==> src/rtl/sdma_pkg.sv <==
package sdma_pkg;

  typedef enum logic [1:0] {
    ST_IDLE  = 2'd0,
    ST_READ  = 2'd1,
    ST_LATCH = 2'd2,
    ST_WRITE = 2'd3
  } eng_state_e;

  // A remote destination may only be written; a remote read is refused.
  function automatic logic refuse_desc(input logic push, input logic remote);
    return remote && !push;
  endfunction

endpackage

==> src/rtl/sdma_cmd_queue.sv <==
module sdma_cmd_queue #(
  parameter int W     = 8,
  parameter int DEPTH = 4
) (
  input  logic         clk,
  input  logic         rst_n,
  input  logic         in_valid,
  output logic         in_ready,
  input  logic [W-1:0] in_data,
  input  logic         pop,
  output logic         empty,
  output logic [W-1:0] head
);
  localparam int PW = (DEPTH > 1) ? $clog2(DEPTH) : 1;
  localparam int NW = $clog2(DEPTH + 1);

  logic [W-1:0]  slots [DEPTH];
  logic [PW-1:0] wr_ptr, rd_ptr;
  logic [NW-1:0] used;
  logic          take;

  function automatic logic [PW-1:0] bump(input logic [PW-1:0] p);
    return (p == PW'(DEPTH - 1)) ? '0 : p + PW'(1);
  endfunction

  assign in_ready = (used != NW'(DEPTH));
  assign take     = in_valid && in_ready;
  assign empty    = (used == '0);
  assign head     = slots[rd_ptr];

  always_ff @(posedge clk) begin
    if (take) slots[wr_ptr] <= in_data;
  end

  always_ff @(posedge clk) begin
    if (!rst_n) begin
      wr_ptr <= '0;
      rd_ptr <= '0;
      used   <= '0;
    end else begin
      if (take) wr_ptr <= bump(wr_ptr);
      if (pop)  rd_ptr <= bump(rd_ptr);
      case ({take, pop})
        2'b10:   used <= used + NW'(1);
        2'b01:   used <= used - NW'(1);
        default: used <= used;
      endcase
    end
  end
endmodule

==> src/rtl/sdma_addr_walk.sv <==
module sdma_addr_walk #(
  parameter int AW = 16,
  parameter int CW = 8
) (
  input  logic          clk,
  input  logic          rst_n,
  input  logic          load,
  input  logic          step,
  input  logic [AW-1:0] src_base,
  input  logic [AW-1:0] dst_base,
  input  logic [CW-1:0] in_len,
  input  logic [AW-1:0] in_stride,
  input  logic [CW-1:0] out_len,
  input  logic [AW-1:0] out_stride,
  output logic [AW-1:0] src_addr,
  output logic [AW-1:0] dst_addr,
  output logic          last
);
  logic [CW-1:0] i_q, o_q, in_len_q, out_len_q;
  logic [AW-1:0] row_q, in_stride_q, out_stride_q, src_q, dst_q;
  logic          row_end;
  logic [AW-1:0] next_row;

  assign row_end  = (i_q == in_len_q);
  assign last     = row_end && (o_q == out_len_q);
  assign next_row = row_q + out_stride_q;
  assign src_addr = src_q;
  assign dst_addr = dst_q;

  always_ff @(posedge clk) begin
    if (!rst_n) begin
      i_q <= '0; o_q <= '0; in_len_q <= '0; out_len_q <= '0;
      row_q <= '0; in_stride_q <= '0; out_stride_q <= '0;
      src_q <= '0; dst_q <= '0;
    end else if (load) begin
      i_q          <= '0;
      o_q          <= '0;
      in_len_q     <= in_len;
      out_len_q    <= out_len;
      in_stride_q  <= in_stride;
      out_stride_q <= out_stride;
      row_q        <= src_base;
      src_q        <= src_base;
      dst_q        <= dst_base;
    end else if (step) begin
      dst_q <= dst_q + AW'(1);
      if (row_end) begin
        i_q   <= '0;
        o_q   <= o_q + CW'(1);
        row_q <= next_row;
        src_q <= next_row;
      end else begin
        i_q   <= i_q + CW'(1);
        src_q <= src_q + in_stride_q;
      end
    end
  end
endmodule

==> src/rtl/sdma_sync_flags.sv <==
module sdma_sync_flags #(
  parameter int NF = 16,
  parameter int FW = 4
) (
  input  logic          clk,
  input  logic          rst_n,
  input  logic          set_en,
  input  logic [FW-1:0] set_idx,
  input  logic          clr_en,
  input  logic [FW-1:0] clr_idx,
  input  logic          wait_en,
  input  logic [FW-1:0] wait_idx,
  output logic [NF-1:0] bank,
  output logic          hold
);
  for (genvar k = 0; k < NF; k++) begin : g_bit
    always_ff @(posedge clk) begin
      if (!rst_n)                                bank[k] <= 1'b0;
      else if (set_en && (set_idx == FW'(k)))    bank[k] <= 1'b1;
      else if (clr_en && (clr_idx == FW'(k)))    bank[k] <= 1'b0;
    end
  end

  assign hold = wait_en && !bank[wait_idx];
endmodule

==> src/rtl/strided_dma.sv <==
module strided_dma
  import sdma_pkg::*;
#(
  parameter int AW     = 16,
  parameter int DW     = 32,
  parameter int CW     = 8,
  parameter int NFLAG  = 16,
  parameter int QDEPTH = 4,
  localparam int FW    = (NFLAG > 1) ? $clog2(NFLAG) : 1
) (
  input  logic             clk,
  input  logic             rst_n,
  input  logic             cmd_valid,
  output logic             cmd_ready,
  input  logic [AW-1:0]    cmd_src,
  input  logic [AW-1:0]    cmd_dst,
  input  logic [CW-1:0]    cmd_inner_len,
  input  logic [AW-1:0]    cmd_inner_stride,
  input  logic [CW-1:0]    cmd_outer_len,
  input  logic [AW-1:0]    cmd_outer_stride,
  input  logic [FW-1:0]    cmd_flag,
  input  logic             cmd_push,
  input  logic             cmd_remote,
  output logic             bk_req,
  output logic             bk_we,
  output logic [AW-1:0]    bk_addr,
  output logic [DW-1:0]    bk_wdata,
  input  logic             bk_gnt,
  input  logic [DW-1:0]    bk_rdata,
  output logic             sp_req,
  output logic             sp_we,
  output logic [AW-1:0]    sp_addr,
  output logic [DW-1:0]    sp_wdata,
  input  logic             sp_gnt,
  input  logic [DW-1:0]    sp_rdata,
  output logic             rm_valid,
  input  logic             rm_ready,
  output logic [AW-1:0]    rm_addr,
  output logic [DW-1:0]    rm_data,
  input  logic             flag_clr_valid,
  input  logic [FW-1:0]    flag_clr_idx,
  input  logic             wait_valid,
  input  logic [FW-1:0]    wait_idx,
  output logic             stall,
  output logic [NFLAG-1:0] flags,
  output logic             err_pulse
);
  localparam int DESC_W = 4*AW + 2*CW + FW + 2;

  // queue side
  logic [DESC_W-1:0] q_in, q_head;
  logic              q_empty, q_pop;
  logic [AW-1:0]     h_src, h_dst, h_istr, h_ostr;
  logic [CW-1:0]     h_ilen, h_olen;
  logic [FW-1:0]     h_flag;
  logic              h_push, h_remote, h_refuse;

  assign q_in = {cmd_src, cmd_dst, cmd_inner_len, cmd_inner_stride,
                 cmd_outer_len, cmd_outer_stride, cmd_flag, cmd_push, cmd_remote};

  sdma_cmd_queue #(.W(DESC_W), .DEPTH(QDEPTH)) u_queue (
    .clk      (clk),
    .rst_n    (rst_n),
    .in_valid (cmd_valid),
    .in_ready (cmd_ready),
    .in_data  (q_in),
    .pop      (q_pop),
    .empty    (q_empty),
    .head     (q_head)
  );

  assign {h_src, h_dst, h_ilen, h_istr, h_olen, h_ostr, h_flag, h_push, h_remote} = q_head;
  assign h_refuse = refuse_desc(h_push, h_remote);

  // engine state
  eng_state_e     st_q;
  logic           cur_push, cur_remote;
  logic [FW-1:0]  cur_flag;
  logic [DW-1:0]  data_q;
  logic           err_q;
  logic           in_read, in_write;
  logic           rd_gnt, wr_done, walk_last, walk_load, walk_step;
  logic [DW-1:0]  rd_data;
  logic [AW-1:0]  src_addr, dst_addr;
  logic           cpl_set;
  logic [FW-1:0]  cpl_idx;

  assign q_pop     = (st_q == ST_IDLE) && !q_empty;
  assign walk_load = q_pop && !h_refuse;
  assign in_read   = (st_q == ST_READ);
  assign in_write  = (st_q == ST_WRITE);

  sdma_addr_walk #(.AW(AW), .CW(CW)) u_walk (
    .clk        (clk),
    .rst_n      (rst_n),
    .load       (walk_load),
    .step       (walk_step),
    .src_base   (h_src),
    .dst_base   (h_dst),
    .in_len     (h_ilen),
    .in_stride  (h_istr),
    .out_len    (h_olen),
    .out_stride (h_ostr),
    .src_addr   (src_addr),
    .dst_addr   (dst_addr),
    .last       (walk_last)
  );

  // port steering: source is scratchpad when pushing, else backing
  assign bk_req   = (in_read && !cur_push) || (in_write && cur_push && !cur_remote);
  assign bk_we    = in_write;
  assign bk_addr  = in_read ? src_addr : dst_addr;
  assign bk_wdata = data_q;

  assign sp_req   = (in_read && cur_push) || (in_write && !cur_push);
  assign sp_we    = in_write;
  assign sp_addr  = in_read ? src_addr : dst_addr;
  assign sp_wdata = data_q;

  assign rm_valid = in_write && cur_push && cur_remote;
  assign rm_addr  = dst_addr;
  assign rm_data  = data_q;

  assign rd_gnt  = cur_push ? sp_gnt   : bk_gnt;
  assign rd_data = cur_push ? sp_rdata : bk_rdata;

  assign wr_done   = (bk_req && bk_gnt && in_write) || (sp_req && sp_gnt && in_write) ||
                     (rm_valid && rm_ready);
  assign walk_step = wr_done && !walk_last;
  assign cpl_set   = wr_done && walk_last;
  assign cpl_idx   = cur_flag;

  always_ff @(posedge clk) begin
    if (!rst_n) begin
      st_q       <= ST_IDLE;
      cur_push   <= 1'b0;
      cur_remote <= 1'b0;
      cur_flag   <= '0;
      data_q     <= '0;
      err_q      <= 1'b0;
    end else begin
      err_q <= q_pop && h_refuse;
      unique case (st_q)
        ST_IDLE: begin
          if (walk_load) begin
            st_q       <= ST_READ;
            cur_push   <= h_push;
            cur_remote <= h_remote;
            cur_flag   <= h_flag;
          end
        end
        ST_READ:  if (rd_gnt) st_q <= ST_LATCH;
        ST_LATCH: begin
          data_q <= rd_data;
          st_q   <= ST_WRITE;
        end
        ST_WRITE: if (wr_done) st_q <= walk_last ? ST_IDLE : ST_READ;
        default:  st_q <= ST_IDLE;
      endcase
    end
  end

  assign err_pulse = err_q;

  sdma_sync_flags #(.NF(NFLAG), .FW(FW)) u_flags (
    .clk      (clk),
    .rst_n    (rst_n),
    .set_en   (cpl_set),
    .set_idx  (cpl_idx),
    .clr_en   (flag_clr_valid),
    .clr_idx  (flag_clr_idx),
    .wait_en  (wait_valid),
    .wait_idx (wait_idx),
    .bank     (flags),
    .hold     (stall)
  );
endmodule

==> config.mk <==
export PLATFORM = sky130hd
export DESIGN_NAME = strided_dma
export DESIGN_NICKNAME = d
export VERILOG_FILES = /design/src/rtl/sdma_pkg.sv /design/src/rtl/sdma_cmd_queue.sv /design/src/rtl/sdma_addr_walk.sv /design/src/rtl/sdma_sync_flags.sv /design/src/rtl/strided_dma.sv
export SDC_FILE = /design/constraint.sdc
export NUM_CORES = 1
export LEC_CHECK = 0
export BUFFER_PORTS_ARGS = -buffer_cell sky130_fd_sc_hd__buf_4
export CORE_MARGIN = 2
export CORE_UTILIZATION = 30
export CTS_BUF_LIST = sky130_fd_sc_hd__clkbuf_16
export CTS_CLUSTER_SIZE = 25
export DETAILED_ROUTE_END_ITERATION = 16
export PLACE_DENSITY = 0.55
export SYNTH_ARGS = -nofsm -noshare
export SYNTH_HDL_FRONTEND = slang
export SYNTH_HIERARCHICAL = 1
export SYNTH_SLANG_ARGS = --single-unit
==> constraint.sdc <==
create_clock -name clk -period 5 [get_ports clk]
set_input_delay 1.25 -clock clk [delete_from_list [all_inputs] [get_ports clk]]
set_output_delay 1.25 -clock clk [all_outputs]
set_load 0.05 [all_outputs]
==> results of run 1 <==
metal layers:
layer  GRT usage (%)  vias to the layer above  wire, um
li1                -                     6621         -
met1            19.0                     7002     25600
met2            26.1                      385     30300
met3            3.14                       80      3440
met4            4.09                        4      1210
met5               0                        -        27
area by class of cell:
cell class                      count  area [um2]
Multi-Input combinational cell    937        7790
Clock buffer                       58        1450
Tap cell                          978        1220
Clock inverter                     47         455
Timing Repair Buffer              355        2720
Fill cell                        7251       47900
Inverter                           23        86.3
Sequential cell                   522       13900
Antenna cell                        1        2.50
tightest hold or removal path, cell delays in order, from the launching register on:
cell and delay [ps]:
dfxtp_1 320, nand2_1 60, a21oi_1 50
cell families after synthesis:
logic type / after synthesis
compound gates: 254
simple gates: 358
xor+xnor: 70
flops: 522
mux: 208
fa+ha+maj: 47
buf+inv: 181
synthesized netlist by cell type, types with 17 or more instances:
library cell  count
dfxtp_1         178
nand2_1          70
xnor2_1          30
clkbuf_1         38
nor2_1          163
a21boi_0         18
edfxtp_1        344
mux2_2           17
a211oi_1         42
a21oi_1          76
nand3_1          24
xor2_1           40
ha_1             44
o21ai_0          59
buf_4            83
mux4_2           87
mux2i_1         101
inv_1            20
and3_1           18
registers in the layout, summed over array words and instances, names as in the netlist, named ones only:
name and count:
bk_wdata 32, cpl_idx 4, cur_push 1, cur_remote 1, err_pulse 1, st_q 2
u_flags/bank 16, u_queue/rd_ptr 2, u_queue/slots 344, u_queue/used 3, u_queue/wr_ptr 2, u_walk/dst_addr 16
u_walk/i_q 8, u_walk/in_len_q 8, u_walk/in_stride_q 16, u_walk/o_q 8, u_walk/out_len_q 8, u_walk/out_stride_q 16
u_walk/row_q 16, u_walk/src_addr 16
through the flow:
step	util, %	std cells	setup WS, ps	area, um2	power, mW
4_1_cts	36.6	2920	1110	27600	17.3
5_1_grt	36.6	2921	1030	27600	18.0
2_1_floorplan	-	1640	1260	22800	11.2
3_5_place_dp	34.0	2815	774	25700	13.0
3_3_place_gp	34.0	2815	772	25700	13.0
6_report	36.6	2921	1150	27600	17.1
final timing paths:
kind                         start             endpoint  cells after the start
hold reg to reg   u_walk/row_q[14]     u_walk/row_q[14]                      2
setup reg to reg           st_q[1]  u_walk/dst_addr[15]                     12
setup / recovery           st_q[1]          sp_addr[15]                      5
hold / removal    u_walk/row_q[14]     u_walk/row_q[14]                      2
report_power, final:
| part | switching (mW) | leakage [nW] | total (mW) | internal [mW] |
|---|---|---|---|---|
| Sequential | 0.605 | 4.61 | 5.94 | 5.34 |
| Clock | 1.76 | 0.966 | 4.24 | 2.47 |
| Combinational | 4.43 | 4.50 | 6.93 | 2.51 |
| Total | 6.79 | 10.1 | 17.1 | 10.3 |
==> impl_metrics.tcl, run 1 <==
set metrics [dict create \
    synth.net_count 1853 \
    synth_compound_area_share_pct 7.03 \
    synthFlopType "edfxtp_1" \
    drt-pass1-iter-count 5 \
    io_buffers 333 \
    place_hpwl_um 42400 \
    synthSimpleGateAreaFrac_pct 7.44 \
    synth_area_um2 22800 \
    syn_to_final_growth_pct 21.3 \
    synth_top_family_by_area "multiplexers" \
    cpMostUsedCell "buf_4" \
    cp.required_ps 3750 \
    die_w_um 280 \
    clk_pin_slew_worst_paths_ps 60 \
    fin_worst_skew_ps 58.8 \
    critPathTopFamily "buffers and inverters" \
    cts_buffers 56 \
    slowest_delay_ps 530 \
    wl_per_cell_um 20.7 \
    track_usage_pct 15.0 \
    final_common_cell "buf_4" \
    synth_fa_ha_area_share_pct 2.68 \
    boundaryPins 334 \
    fmax_mhz 260 \
    grt_max_degree 81 \
    num_rows 101 \
    ctsRootBufferMaster "clkbuf_16" \
    path_cells "inv_1 -> ha_1 -> buf_4 -> mux2_2 -> buf_4" \
    fp.coreArea_um2 75600 \
    drive_above_1_share_pct 29.4 \
    hold_slack_ps 479 \
    syn_inst 1640 \
    gp_congestion 0.843 \
    clock_latency_ps 640 \
    synth_xor_area_share_pct 2.69 \
    critPathLaunchType "flip-flop" \
    synth.distinct_cells 73 \
    ys_async_sr_fraction_pct 0 \
    synthTopCellsByArea "edfxtp_1 45%, dfxtp_1 16%, mux4_2 8.6%" \
    seq_area_frac_synth_pct 61.0 \
    post-route-period-util_pct 77.0 \
    grt_pass1_vias 13900 \
    die-area_um2 78200 \
    hold_class "flip-flop to flip-flop" \
    crit_type "flip-flop to primary output" \
    yosysTopAreaCellShare_pct 45.3 \
    yosys.area.top_type "edfxtp_1" \
    ir_drop_mv 0.376 \
    cts_tree "yes" \
    final_cell_mix "351 x buf_4, 344 x edfxtp_1, 175 x dfxtp_1" \
    yosysWarnings 6 \
    synth-seq-cells 522 \
    path_max_fanout 17 \
    cts_num_sinks 522 \
    period_minus_slack_ps 3850 \
    cp-end-kind "primary output" \
    dr_total_vias 14100 \
    p_leak_nw 10.1 \
    drt_iter0_markers 904 \
    finalSetupViolations 0 \
    syn_area_per_cell_um2 13.9 \
    cts-resized-gates 0 \
    viasPerCell 4.82 \
    max_slew_margin_pct 21.5 \
    power.density_nw_per_um2 619 \
    drc 0 \
    die_h_um 280 \
    arrival_ps 2600 \
    worst_path_max_delay_cell "mux2_2" \
    grt_pass1_wl_um 88700 \
    rsz0062_at_grt "false" \
    rrSetupSlack_ps 1370 \
    htreeDepth 2 \
    drv_slew 0 \
    clockBufferDepth 3 \
    cts-hold-fix-buffers 0 \
    synth.area.mux_share_pct 14.2 \
    nets 2108 \
    cap_viol_max_count 0 \
    final_hold_viol_count 0 \
    status "complete, no violations" \
    wl_um 60500 \
    ant_nets 0 \
    synth_edf_count 344 \
    grt_antenna_before_repair 3 \
    start_util_pct 30.2 \
    post-cts-setup-buffers 0 \
    tightest_slew_ps 1180 \
    path_buf_inv 3 \
    setup_tns_ps 0 \
    grt-ovfl-total 0 \
]
Note: power is estimated with default switching activity, not from simulation.
==> inputs of run 2 (changes only) <==
==> constraint.sdc (replaced) <==
create_clock -name clk -period 3.77 [get_ports clk]
set_input_delay 0.9425 -clock clk [delete_from_list [all_inputs] [get_ports clk]]
set_output_delay 0.9425 -clock clk [all_outputs]
set_load 0.05 [all_outputs]
==> impl_metrics.tcl, run 2 (synthesis gave the netlist of run 1 again) <==
set metrics [dict create \
    status "complete, no violations" \
    drive_above_1_share_pct 29.0 \
    arrival_ps 2510 \
    power.density_nw_per_um2 815 \
    track_usage_pct 15.0 \
    die_h_um 280 \
    p_leak_nw 10.1 \
    total_power_mw 22.5 \
    cap_viol_max_count 0 \
    drv_slew 0 \
    clk_pin_slew_worst_paths_ps 60 \
    worst_path_max_delay_cell "mux2_2" \
    critPathTopFamily "buffers and inverters" \
    top_register "u_queue/slots" \
    syn_to_final_growth_pct 21.3 \
    drt-pass1-iter-count 5 \
    cp.required_ps 2830 \
    viasPerCell 4.86 \
    hold_slack_ps 485 \
    final_cell_mix "359 x buf_4, 344 x edfxtp_1, 175 x dfxtp_1" \
    cts_num_sinks 522 \
    crit_type "flip-flop to primary output" \
    gp_congestion 0.844 \
    critPathLaunchType "flip-flop" \
    fin_cells 2930 \
    dr_total_vias 14300 \
    clock_latency_ps 620 \
    grt_pass1_vias 14100 \
    wl_per_cell_um 20.5 \
    post-place-cells 2823 \
    rsz0062_at_grt "false" \
    start_util_pct 30.2 \
    grt-ovfl-total 0 \
    fillers 7205 \
    finalSetupViolations 0 \
    final_hold_viol_count 0 \
    fp.coreArea_um2 75600 \
    grt_max_degree 65 \
    cts_tree "yes" \
    tightest_slew_ps 1120 \
    path_depth 5 \
    grt_antenna_before_repair 3 \
    post-route-period-util_pct 91.6 \
    fmax_mhz 289 \
    cts_buffers 56 \
    final_common_cell "buf_4" \
    ctsRootBufferMaster "clkbuf_16" \
    max_slew_margin_pct 25.6 \
    die-area_um2 78200 \
    fin_worst_skew_ps 33.8 \
    grt_pass1_wl_um 89500 \
    cp-end-kind "primary output" \
    hold_class "flip-flop to flip-flop" \
    place_hpwl_um 42200 \
    post-cts-setup-buffers 0 \
    boundaryPins 334 \
    period_minus_slack_ps 3450 \
    die_w_um 280 \
    drc 0 \
    setup_tns_ps 0 \
    clockBufferDepth 3 \
    nets 2116 \
    wl_um 60200 \
    drt_iter0_markers 984 \
    largest_reg_flops 344 \
    ant_nets 0 \
    ff2ff_path_depth 10 \
    htreeDepth 2 \
    path_buf_inv 3 \
    cpMostUsedCell "buf_4" \
    cts-resized-gates 0 \
    cts-hold-fix-buffers 0 \
    ir_drop_mv 0.514 \
    hold_path_depth 2 \
    io_buffers 333 \
    path_cells "inv_1 -> ha_1 -> buf_4 -> mux2_2 -> buf_4" \
    num_rows 101 \
    path_max_fanout 18 \
    slowest_delay_ps 520 \
]
-- run 2: cell type report --
| type | count | area (um2) | area share (%) |
|---|---|---|---|
| diodes | 1 | 2.50 | 0.00906 |
| well taps | 978 | 1220 | 4.43 |
| flip-flops and latches | 522 | 13900 | 50.3 |
| multi-input cells | 937 | 7790 | 28.2 |
| clock buffers | 56 | 1400 | 5.07 |
| inverters | 23 | 86.3 | 0.312 |
| repair buffers | 363 | 2780 | 10.0 |
| clock inverters | 50 | 447 | 1.62 |
-- run 2: stage by stage --
stage | setup WS [ps] | area, um2 | utilization (%)
detailed placement | 333 | 25800 | 34.1
CTS | 261 | 27600 | 36.6
global route | 41.5 | 27600 | 36.6
floorplan | 334 | 22800 | -
finish | 315 | 27600 | 36.6
global placement | 370 | 25800 | 34.1
-- run 2: power by group --
part           internal, mW  switching [mW]  total, mW
Sequential             7.08           0.806       7.89
Clock                  3.19            2.26       5.44
Combinational          3.34            5.85       9.20
-- run 2: layer usage --
metal / vias up / global-route usage [%] / wire length [um]
met1: 7084 / 19.3 / 25600
met2: 426 / 25.7 / 29800
met5: - / 0 / 27
met3: 98 / 2.61 / 3090
met4: 4 / 4.95 / 1700
li1: 6639 / - / -
-- run 2: worst paths after layout --
check / start / slack (ps) / endpoint
setup / recovery: st_q[1] / 320 / sp_addr[15]
hold / removal: u_walk/row_q[14] / 480 / u_walk/row_q[14]
setup reg to reg: u_walk/i_q[1] / 420 / u_flags/bank[12]
hold reg to reg: u_walk/row_q[14] / 480 / u_walk/row_q[14]
-- run 2: worst min-delay path: stages (launching register included) --
cell	delay [ps]
dfxtp_1	330
nand2_1	60
a21oi_1	50
==> inputs of run 3 (changes only) <==
--- a/config.mk
+++ b/config.mk
@@ -5,13 +5,14 @@
 export SDC_FILE = /design/constraint.sdc
 export NUM_CORES = 1
 export LEC_CHECK = 0
-export BUFFER_PORTS_ARGS = -buffer_cell sky130_fd_sc_hd__buf_4
+export ABC_AREA = 1
 export CORE_MARGIN = 2
 export CORE_UTILIZATION = 30
 export CTS_BUF_LIST = sky130_fd_sc_hd__clkbuf_16
 export CTS_CLUSTER_SIZE = 25
 export DETAILED_ROUTE_END_ITERATION = 16
-export PLACE_DENSITY = 0.55
+export DONT_BUFFER_PORTS = 1
+export PLACE_DENSITY = 0.52
 export SYNTH_ARGS = -nofsm -noshare
 export SYNTH_HDL_FRONTEND = slang
 export SYNTH_HIERARCHICAL = 1
==> impl_metrics.tcl, run 3 <==
set metrics [dict create \
    drv_slew 0 \
    cts-hold-fix-buffers 0 \
    crit_type "flip-flop to primary output" \
    ant_nets 0 \
    yosysTopAreaCellShare_pct 43.5 \
    finalSetupViolations 0 \
    io_buffers 0 \
    fin_worst_skew_ps 36.8 \
    die_w_um 285 \
    cts_tree "yes" \
    grt-ovfl-total 0 \
    synth.net_count 2708 \
    num_rows 103 \
    track_usage_pct 16.1 \
    wl_per_cell_um 19.0 \
    yosysWarnings 6 \
    synth-seq-cells 522 \
    dpl_cell_area_um2 24800 \
    drc 0 \
    path_max_fanout 17 \
    seq_area_frac_synth_pct 58.4 \
    top_register "u_queue/slots" \
    slowest_delay_ps 350 \
    cp-end-kind "primary output" \
    ctsRootBufferMaster "clkbuf_16" \
    path_cells "inv_1 -> ha_1 -> buf_4 -> nand2_1 -> nand2_1 -> buf_4" \
    fmax_mhz 309 \
    boundaryPins 334 \
    period_minus_slack_ps 3240 \
    power.density_nw_per_um2 876 \
    synth_edf_count 344 \
    final_hold_viol_count 0 \
    post-route-period-util_pct 85.9 \
    ys_async_sr_fraction_pct 0 \
    cts-resized-gates 0 \
    start_util_pct 30.2 \
    cts_buffers 57 \
    post-place-cells 3447 \
    path_buf_inv 3 \
    syn_inst 2495 \
    syn_area_per_cell_um2 9.53 \
    syn_to_final_growth_pct 11.5 \
    cts_num_sinks 522 \
    die_h_um 285 \
    largest_reg_flops 344 \
    gp_congestion 0.903 \
    post-cts-setup-buffers 0 \
    fin_area_um2 26500 \
    arrival_ps 2290 \
    drt_iter0_markers 1275 \
    synth.distinct_cells 47 \
    max_slew_margin_pct 37.5 \
    grt_pass1_vias 16700 \
    worst_path_max_delay_cell "dfxtp_1" \
    synth_area_um2 23800 \
    setup_slack_ps 533 \
    clk_pin_slew_worst_paths_ps 60 \
    pre_cts_ws_ps 544 \
    ir_drop_mv 0.480 \
    final_common_cell "nand2_1" \
    die-area_um2 81500 \
    final_core_util_pct 33.7 \
    fin_cells 3556 \
    viasPerCell 4.87 \
    final_cell_mix "421 x nand2_1, 357 x nor2_1, 344 x edfxtp_1" \
    rsz0062_at_grt "false" \
    dr_total_vias 17300 \
    tightest_slew_ps 936 \
    critPathTopFamily "buffers and inverters" \
    p_leak_nw 10.2 \
    status "complete, no violations" \
    clock_latency_ps 620 \
    fp.coreArea_um2 78700 \
    critPathLaunchType "flip-flop" \
    htreeDepth 2 \
    drt-pass1-iter-count 5 \
    place_hpwl_um 47400 \
    hold_class "primary input to flip-flop" \
    grt_antenna_before_repair 1 \
    synth_common_cells "421 x nand2_1, 362 x nor2_1, 344 x edfxtp_1, 246 x o21ai_0, 186 x inv_1" \
    yosys.area.top_type "edfxtp_1" \
    setup_tns_ps 0 \
    wl_um 67600 \
    synthTopCellsByArea "edfxtp_1 43%, dfxtp_1 15%, nand2_1 6.6%" \
    cap_viol_max_count 0 \
    grt_max_degree 119 \
    grt_pass1_wl_um 102000 \
    synthFlopType "edfxtp_1" \
    synthMostInstantiatedCell "nand2_1" \
    nets 2669 \
    cp.required_ps 2830 \
    clockBufferDepth 3 \
    drive_above_1_share_pct 9.78 \
]
run 3: final cells by class:
cell class | count | area (um2)
Fill cell | 7925 | 52200
Clock inverter | 48 | 262
Tap cell | 1050 | 1310
Timing Repair Buffer | 94 | 831
Sequential cell | 522 | 13900
Clock buffer | 59 | 1480
Inverter | 202 | 776
Multi-Input combinational cell | 1579 | 7930
Antenna cell | 2 | 5.00
run 3: kinds of logic after synthesis:
family	after synthesis	synth area share, %
compound gates	513	12.0
xor+xnor	40	1.47
fa+ha+maj	47	2.57
buf+inv	394	8.37
flops	522	58.4
simple gates	979	17.2
run 3: power breakdown:
| part | leakage [nW] | internal [mW] | switching (mW) |
|---|---|---|---|
| sequential | 4.62 | 7.23 | 1.24 |
| combinational | 4.65 | 2.54 | 7.07 |
| clock | 0.921 | 2.89 | 2.26 |
| total | 10.2 | 12.7 | 10.6 |
run 3: routing by layer:
layer  GRT usage (%)  wire (um)  up-vias  share of wire, %
li1                -          -     8349                 -
met1            20.4      28700     8367                42
met2            26.7      32300      488                48
met3            3.80       4410      113               6.5
met4            5.85       2230        0               3.3
met5               0          0        -                 0
run 3: worst paths after layout:
kind	startpoint	end	slack, ps	depth (start not counted)
setup / recovery	st_q[1]	sp_addr[2]	530	6
hold / removal	cmd_remote	u_queue/slots[0][0]	420	0
setup reg to reg	st_q[1]	u_walk/src_addr[14]	540	18
hold reg to reg	u_walk/in_len_q[3]	u_walk/in_len_q[3]	470	2
run 3: stage by stage:
step / hold slack (ps) / total power, mW
3_3_place_gp: 453 / 18.1
5_1_grt: 366 / 24.6
3_5_place_dp: 456 / 18.2
2_1_floorplan: 441 / 15.7
4_1_cts: 367 / 23.4
6_report: 416 / 23.2
